$ cat config.mk
export PLATFORM = sky130hd
export DESIGN_NAME = irq_trigger_bank
export DESIGN_NICKNAME = d
export VERILOG_FILES = /design/src/rtl/irq_trig_pkg.sv /design/src/rtl/irq_event_detect.sv /design/src/rtl/irq_status_latch.sv /design/src/rtl/irq_summary_tree.sv /design/src/rtl/irq_trigger_bank.sv
export SDC_FILE = /design/constraint.sdc
export NUM_CORES = 1
export LEC_CHECK = 0
export BUFFER_PORTS_ARGS = -buffer_cell sky130_fd_sc_hd__buf_2
export CELL_PAD_IN_SITES_DETAIL_PLACEMENT = 1
export CELL_PAD_IN_SITES_GLOBAL_PLACEMENT = 2
export CORE_ASPECT_RATIO = 1.25
export CORE_MARGIN = 2
export CORE_UTILIZATION = 22
export CTS_CLUSTER_DIAMETER = 50
export DETAILED_ROUTE_END_ITERATION = 10
export PLACE_DENSITY = 0.81
export SLEW_MARGIN = 20
export SYNTH_ARGS = -nofsm -noshare
export SYNTH_HDL_FRONTEND = slang
export SYNTH_SLANG_ARGS = --single-unit
$ cat constraint.sdc
create_clock -name clk -period 1.6 [get_ports clk]
set_clock_uncertainty 0.2 [all_clocks]
set_input_delay 0.24 -clock clk [delete_from_list [all_inputs] [get_ports clk]]
set_output_delay 0.24 -clock clk [all_outputs]
set_load 0.005 [all_outputs]
$ cat src/rtl/irq_trig_pkg.sv
// Shared encodings for the interrupt trigger detector.
package irq_trig_pkg;
    // Polarity code per pin; the numeric values are decoded by the detector.
    typedef enum logic [1:0] {
        POL_LOW  = 2'b00,
        POL_HIGH = 2'b01,
        POL_BOTH = 2'b10,
        POL_NONE = 2'b11
    } pol_e;
endpackage

$ cat src/rtl/irq_event_detect.sv
// Per-pin event detector.
// Compares the pin with its previous sample and applies the polarity and
// trigger-type selection. Assumes pin is already synchronous and debounced.
// The history register also tracks the pin during reset, so the first cycle
// after reset sees no false edge.
module irq_event_detect
    import irq_trig_pkg::*;
(
    input  logic       clk,
    input  logic       pin,
    input  logic       level_mode,
    input  logic [1:0] polarity,
    output logic       hit
);
    logic prev_q;
    logic rise;
    logic fall;

    // Keep the last sampled pin level (tracked in reset too).
    always_ff @(posedge clk) begin
        prev_q <= pin;
    end

    assign rise = pin & ~prev_q;
    assign fall = ~pin & prev_q;

    // Select the qualifying condition from trigger type and polarity.
    always_comb begin
        hit = 1'b0;
        if (level_mode) begin
            unique case (pol_e'(polarity))
                POL_LOW:  hit = ~pin;
                POL_HIGH: hit = pin;
                default:  hit = 1'b0;
            endcase
        end else begin
            unique case (pol_e'(polarity))
                POL_LOW:  hit = fall;
                POL_HIGH: hit = rise;
                POL_BOTH: hit = rise | fall;
                default:  hit = 1'b0;
            endcase
        end
    end
endmodule

$ cat src/rtl/irq_status_latch.sv
// Per-pin sticky status pair (interrupt and wake).
// Set by a qualified hit; cleared by write-1 strobes. In level mode a clear
// wins in its cycle (the level re-sets it next cycle). In edge mode a hit in
// the clear cycle is kept so that no edge is lost.
module irq_status_latch (
    input  logic clk,
    input  logic rst_n,
    input  logic hit,
    input  logic level_mode,
    input  logic int_en,
    input  logic wake_en,
    input  logic int_clr,
    input  logic wake_clr,
    output logic int_sts,
    output logic wake_sts
);
    logic int_set;
    logic wake_set;

    assign int_set  = hit & int_en;
    assign wake_set = hit & wake_en;

    // Interrupt status: sticky set, write-1 clear.
    always_ff @(posedge clk) begin
        if (!rst_n) begin
            int_sts <= 1'b0;
        end else if (int_clr) begin
            int_sts <= int_set & ~level_mode;
        end else if (int_set) begin
            int_sts <= 1'b1;
        end
    end

    // Wake status: same rules, independent of the interrupt gates.
    always_ff @(posedge clk) begin
        if (!rst_n) begin
            wake_sts <= 1'b0;
        end else if (wake_clr) begin
            wake_sts <= wake_set & ~level_mode;
        end else if (wake_set) begin
            wake_sts <= 1'b1;
        end
    end
endmodule

$ cat src/rtl/irq_summary_tree.sv
// OR summary of pin requests: one bit per group of GROUP_SIZE pins and one
// overall line. A last partial group is padded with zeros.
module irq_summary_tree #(
    parameter int NUM_PINS   = 8,
    parameter int GROUP_SIZE = 4,
    localparam int NUM_GROUPS = (NUM_PINS + GROUP_SIZE - 1) / GROUP_SIZE,
    localparam int PADDED     = NUM_GROUPS * GROUP_SIZE
) (
    input  logic [NUM_PINS-1:0]   req,
    output logic [NUM_GROUPS-1:0] grp,
    output logic                  any
);
    logic [PADDED-1:0] req_pad;

    // Zero-extend the request vector to whole groups.
    always_comb begin
        req_pad = '0;
        req_pad[NUM_PINS-1:0] = req;
    end

    for (genvar g = 0; g < NUM_GROUPS; g++) begin : g_grp
        assign grp[g] = |req_pad[g*GROUP_SIZE +: GROUP_SIZE];
    end

    assign any = |grp;
endmodule

$ cat src/rtl/irq_trigger_bank.sv
// Bank of per-pin interrupt trigger detectors with a grouped summary.
// Each pin has an event detector and a sticky status pair. A request is
// raised for gated interrupt status or for wake status.
// Assumes pin_level is synchronous to clk and already filtered.
module irq_trigger_bank #(
    parameter int NUM_PINS   = 8,
    parameter int GROUP_SIZE = 4,
    localparam int NUM_GROUPS = (NUM_PINS + GROUP_SIZE - 1) / GROUP_SIZE
) (
    input  logic                  clk,
    input  logic                  rst_n,
    input  logic [NUM_PINS-1:0]   pin_level,
    input  logic [NUM_PINS-1:0]   cfg_level_mode,
    input  logic [2*NUM_PINS-1:0] cfg_polarity,
    input  logic [NUM_PINS-1:0]   cfg_int_en,
    input  logic [NUM_PINS-1:0]   cfg_unmask,
    input  logic [NUM_PINS-1:0]   cfg_wake_en,
    input  logic [NUM_PINS-1:0]   int_clr,
    input  logic [NUM_PINS-1:0]   wake_clr,
    output logic [NUM_PINS-1:0]   int_status,
    output logic [NUM_PINS-1:0]   wake_status,
    output logic [NUM_PINS-1:0]   pin_req,
    output logic [NUM_GROUPS-1:0] grp_pending,
    output logic                  irq_out
);
    logic [NUM_PINS-1:0] hit;

    for (genvar i = 0; i < NUM_PINS; i++) begin : g_pin
        irq_event_detect u_det (
            .clk        (clk),
            .pin        (pin_level[i]),
            .level_mode (cfg_level_mode[i]),
            .polarity   (cfg_polarity[2*i +: 2]),
            .hit        (hit[i])
        );

        irq_status_latch u_sts (
            .clk        (clk),
            .rst_n      (rst_n),
            .hit        (hit[i]),
            .level_mode (cfg_level_mode[i]),
            .int_en     (cfg_int_en[i]),
            .wake_en    (cfg_wake_en[i]),
            .int_clr    (int_clr[i]),
            .wake_clr   (wake_clr[i]),
            .int_sts    (int_status[i]),
            .wake_sts   (wake_status[i])
        );

        // Request: status passes both gates, or wake is pending.
        assign pin_req[i] = (int_status[i] & cfg_int_en[i] & cfg_unmask[i])
                          | wake_status[i];
    end

    irq_summary_tree #(
        .NUM_PINS   (NUM_PINS),
        .GROUP_SIZE (GROUP_SIZE)
    ) u_sum (
        .req (pin_req),
        .grp (grp_pending),
        .any (irq_out)
    );
endmodule

---- Yosys cells after proc, flatten, opt, wreduce, memory -nomap -nowiden ----
Index checks and enable logic that the tools add are counted.
Widths: inputs -> output; s select.
cells by class
  equal/unequal tests ..................... 16
  bitwise logic cells ..................... 104
  reduce and logical (&&, ||, !) cells .... 27
  multiplexer cells ....................... 56
operators by type and width
  operator            count
  $and 1x1->1         64
  $mux 1              40
  $reduce_bool 2->1   16
  $not 1->1           24
  $pmux 1 s3          8
  $eq 2x1->1 const B  8
  $eq 2x2->1 const B  8
  $logic_not 2->1     8
  $or 1x1->1          16
  $pmux 1 s2          8
  $reduce_or 4->1     2
  $reduce_or 8->1     1
storage, ports and cells
  bits in registers ....................... 24
  input bits .............................. 74
  output and inout bits ................... 27
  word-level logic and storage cells ...... 227

---- Logic depth before layout (Yosys ltp) ----
  depth in word-level cells ............... 8
  depth in mapped cells ................... 6
  depth with buffers taken out ............ 6

---- By module ----
Synthesis repeated with hierarchy kept, for this count alone.
second synthesis, totals
  cells, all modules ...................... 187
  area, all modules ....................... 1640.3 um^2
modules (own cells, without submodules)
  module            area an instance (um^2)  cells each  times used
  irq_event_detect  106.4                    12          8
  irq_status_latch  86.3                     10          8
  irq_trigger_bank  70.1                     8           1
  irq_summary_tree  28.8                     3           1

---- Worst setup path after synthesis ----
No wires, ideal clock.
  kind .................................... reg2out
  from .................................... reg g_pin[4].u_sts.wake_sts
  to ...................................... out irq_out
  path buffers ............................ 0
  arrival ................................. 1280 ps
  slack ................................... -120 ps
  data required time ...................... 1160 ps
  cell stages (with the launch flop) ...... 4
  cell sequence ........................... dfxtp_1 > a31o_1 > or4_4 > or2_1
on the way
  word-level cells in the longest chain between the ends .. 2
ends and longest elaborated chain
  what                      RTL line                RTL
  start: declaration        irq_status_latch.sv:15  output logic wake_sts
  start signal: assignment  irq_status_latch.sv:39  wake_sts <= wake_set & ~level_mode;
  $or 1x1->1                irq_trigger_bank.sv:52  | wake_status[i];
  named net pin_req[4]      irq_trigger_bank.sv:22  output logic [NUM_PINS-1:0] pin_req,
  $reduce_or 8->1           irq_summary_tree.sv:25  assign any = |grp;
  end: declaration          irq_trigger_bank.sv:24  output logic irq_out
The timed path passes the listed nets, and every way through them passes these cells.

---- Worst setup path in the final report ----
  from .................................... reg g_pin[0].u_sts.int_sts
  to ...................................... out irq_out
on the way
  word-level cells in the longest chain between the ends .. 4
ends and longest elaborated chain
  what                      RTL line                RTL
  start: declaration        irq_status_latch.sv:14  output logic int_sts,
  start signal: assignment  irq_status_latch.sv:28  int_sts <= int_set & ~level_mode;
  $and 1x1->1 (2 in a row)  irq_trigger_bank.sv:51  assign pin_req[i] = (int_status[i] & cfg_int_en[i] & cfg_unmask[i])
  $or 1x1->1                irq_trigger_bank.sv:52
  $reduce_or 8->1           irq_summary_tree.sv:25
No other way between the ends.

==> results_dict.tcl <==
set metrics [dict create \
    n_antenna_cell 0 \
    yosys_register_bits 24 \
    cts-root-buf "clkbuf_8" \
    layout_setup_ws_ps -544 \
    final_nets 415 \
    cts_buffers 3 \
    dp_cells 403 \
    synthAdderAreaFrac 0.111 \
    die_area_um2 8960 \
    drt_iter0_markers 24 \
    wl_per_cell_um 13.5 \
    cp-end-kind "output pin" \
    synth-simple-area-share 0.287 \
    synth_nets 289 \
    hold_violations 0 \
    yosysSeqAreaShare 0.266 \
    cts_tree "built" \
    hold_class "input pin to flip-flop" \
    synthXorXnorAreaFrac 0.0388 \
    hp-start "cfg_wake_en[1]" \
    fmax_mhz 467 \
    detail_route.vias_per_cell 4.61 \
    crit_arrival_ps 1700 \
    crit_start "g_pin[0].u_sts.int_sts$_SDFFE_PN0P_" \
    violations "negative setup slack" \
    overflow 0 \
    regToRegStartpoint "g_pin[0].u_det.prev_q$_DFF_P_" \
    drtAntennaViolNets 0 \
    synth_top_family_by_area "simple AND/OR/NAND/NOR gates" \
    finalSetupViolations 3 \
    critPathKind "flip-flop to output pin" \
    grt_pass1_vias 1969 \
    wl_um 5670 \
    die_y_um 105 \
    ys_types 27 \
    whs_path_depth 2 \
    port_buffers 100 \
    leakage_nw 1.40 \
    initial_core_util 0.229 \
    clock_tree.buffer_depth 2 \
    slew_violations 0 \
    clk_pin_slew_ps 100 \
    dp_slack_ps -326 \
    area_growth_pct 53.9 \
    r2r_cells 5 \
    fin_crit_sh 1.34 \
    synth_cells 199 \
    outcome "finished, violations left" \
    synth_area_um2 1810 \
    tightest_slew_ps 337 \
    required_ps 1160 \
    dieWidth_um 85.1 \
    cts_sinks 24 \
    rows 36 \
    hpwl_um 4770 \
    ys_warn_count 0 \
    synth_area_per_cell_um2 9.08 \
    htreeDepth 1 \
    crit_path_start_kind "flip-flop" \
    coreArea_um2 7880 \
    drc_errors 0 \
    worstPathMaxFanout 3 \
    grt_max_degree 14 \
    relSlewSlack 0.775 \
    clkLatencyLatePin_ps 270 \
    rsz0062_at_grt "yes" \
    synthMuxAreaShare 0.0111 \
    grt_pass1_wl_um 9030 \
    p_per_area_nw_per_um2 574 \
    grt_util_all_layers 0.122 \
    place_congestion 0.752 \
    vdd_drop_max_mv 0.285 \
    via_count 1930 \
    drv_cap 0 \
    drive_above_1_share 0.503 \
    fin_cells 419 \
    layout_commonest_cell "buf_2" \
    layout_common_cells "buf_2, buf_4, inv_1" \
    ios 101 \
    synth_compound_area_frac 0.173 \
    dr.pass1.iters 4 \
    antenna_found_initial 0 \
    fin_crit_ps 2140 \
]
## state kept, by name, summed over array words and instances, names as in the netlist
name	flops
g_pin.u_det.prev_q	8
g_pin.u_sts.wake_sts	8
g_pin.u_sts.int_sts	8
## worst max-delay path, stage by stage, from the launching register on
cell	delay [ps]
dfxtp_2	350
a31o_4	220
or4_4	510
or2_1	210
buf_2	130
## where the power goes
group | switching (W) | internal [W]
Sequential | 0.0000184 | 0.000631
Clock | 0.000220 | 0.000220
Combinational | 0.000218 | 0.000290
## what timing repair did
item | in CTS | in global routing
hold endpoints to repair | 11 | 0
endpoints found under the setup margin | 7 | 17
hold buffers | 11 | 0
buffers inserted | 0 | 1
gates resized for setup | 6 | 21
pin swaps | 2 | 6
## cell families (layout without fill, tap and decap cells)
group                      after synthesis  after routing
buffers and inverters                   38            163
DFF                                     24             24
and+or+nand+nor                         73             73
muxes                                    2              2
xor gates and xnor gates                 8              8
adders and majority gates               16             16
AOI/OAI and AO/OA                       38             38
## per-layer routing
metal  global-route usage  part of all wire  up-vias
li1                     -                 -      970
met4               0.0317             0.011        0
met2                0.218              0.52       66
met1                0.151              0.41      888
met5                    0                 0        -
met3               0.0164             0.061        6
## metrics by stage
stage	area (um^2)	hold slack [ps]	total power, W	setup TNS [ps]	util
2_1_floorplan	1810	67.7	0.000867	-120	-
3_3_place_gp	2500	203	0.00111	-714	0.318
3_5_place_dp	2500	203	0.00112	-885	0.318
4_1_cts	2690	3.18	0.00161	-1290	0.341
5_1_grt	2780	13.0	0.00172	-1520	0.353
6_report	2780	9.20	0.00160	-1320	0.353
## final timing paths
| check | end | slack [ps] |
|---|---|---|
| max | irq_out | -540 |
| min | g_pin[1].u_sts.wake_sts$_SDFFE_PN0P_ | 9 |
| max reg2reg | g_pin[0].u_sts.int_sts$_SDFFE_PN0P_ | 40 |
| min reg2reg | g_pin[4].u_sts.int_sts$_SDFFE_PN0P_ | 400 |
## layout make-up
cell class | count | area (um^2)
Clock buffer | 4 | 55.1
Sequential cell | 24 | 492
Timing Repair Buffer | 140 | 835
Inverter | 19 | 71.3
Tap cell | 95 | 119
Multi-Input combinational cell | 137 | 1210
Fill cell | 968 | 5100
## synth_stat cells
cell type | number | area share
o32ai_1 | 2 | 0.0097
nor3_1 | 10 | 0.028
or4_4 | 2 | 0.012
xor2_1 | 6 | 0.029
inv_1 | 19 | 0.039
a31o_2 | 7 | 0.034
or2_1 | 1 | 0.0035
a31oi_1 | 2 | 0.0069
o311ai_0 | 2 | 0.0097
ha_1 | 16 | 0.11
nand2_1 | 2 | 0.0042
mux2i_1 | 2 | 0.011
and4b_1 | 12 | 0.066
buf_4 | 16 | 0.066
nand3b_1 | 2 | 0.0083
dfxtp_1 | 24 | 0.27
a211oi_1 | 6 | 0.025
nor2b_1 | 12 | 0.042
nor3b_1 | 18 | 0.075
xnor2_1 | 2 | 0.0097
and3_1 | 2 | 0.0069
clkbuf_1 | 2 | 0.0042
a311o_1 | 12 | 0.066
a31o_1 | 1 | 0.0048
nand2b_1 | 12 | 0.042
a21oi_1 | 6 | 0.017
buf_2 | 1 | 0.0028
No activity file was read; power rests on OpenSTA's default activity.
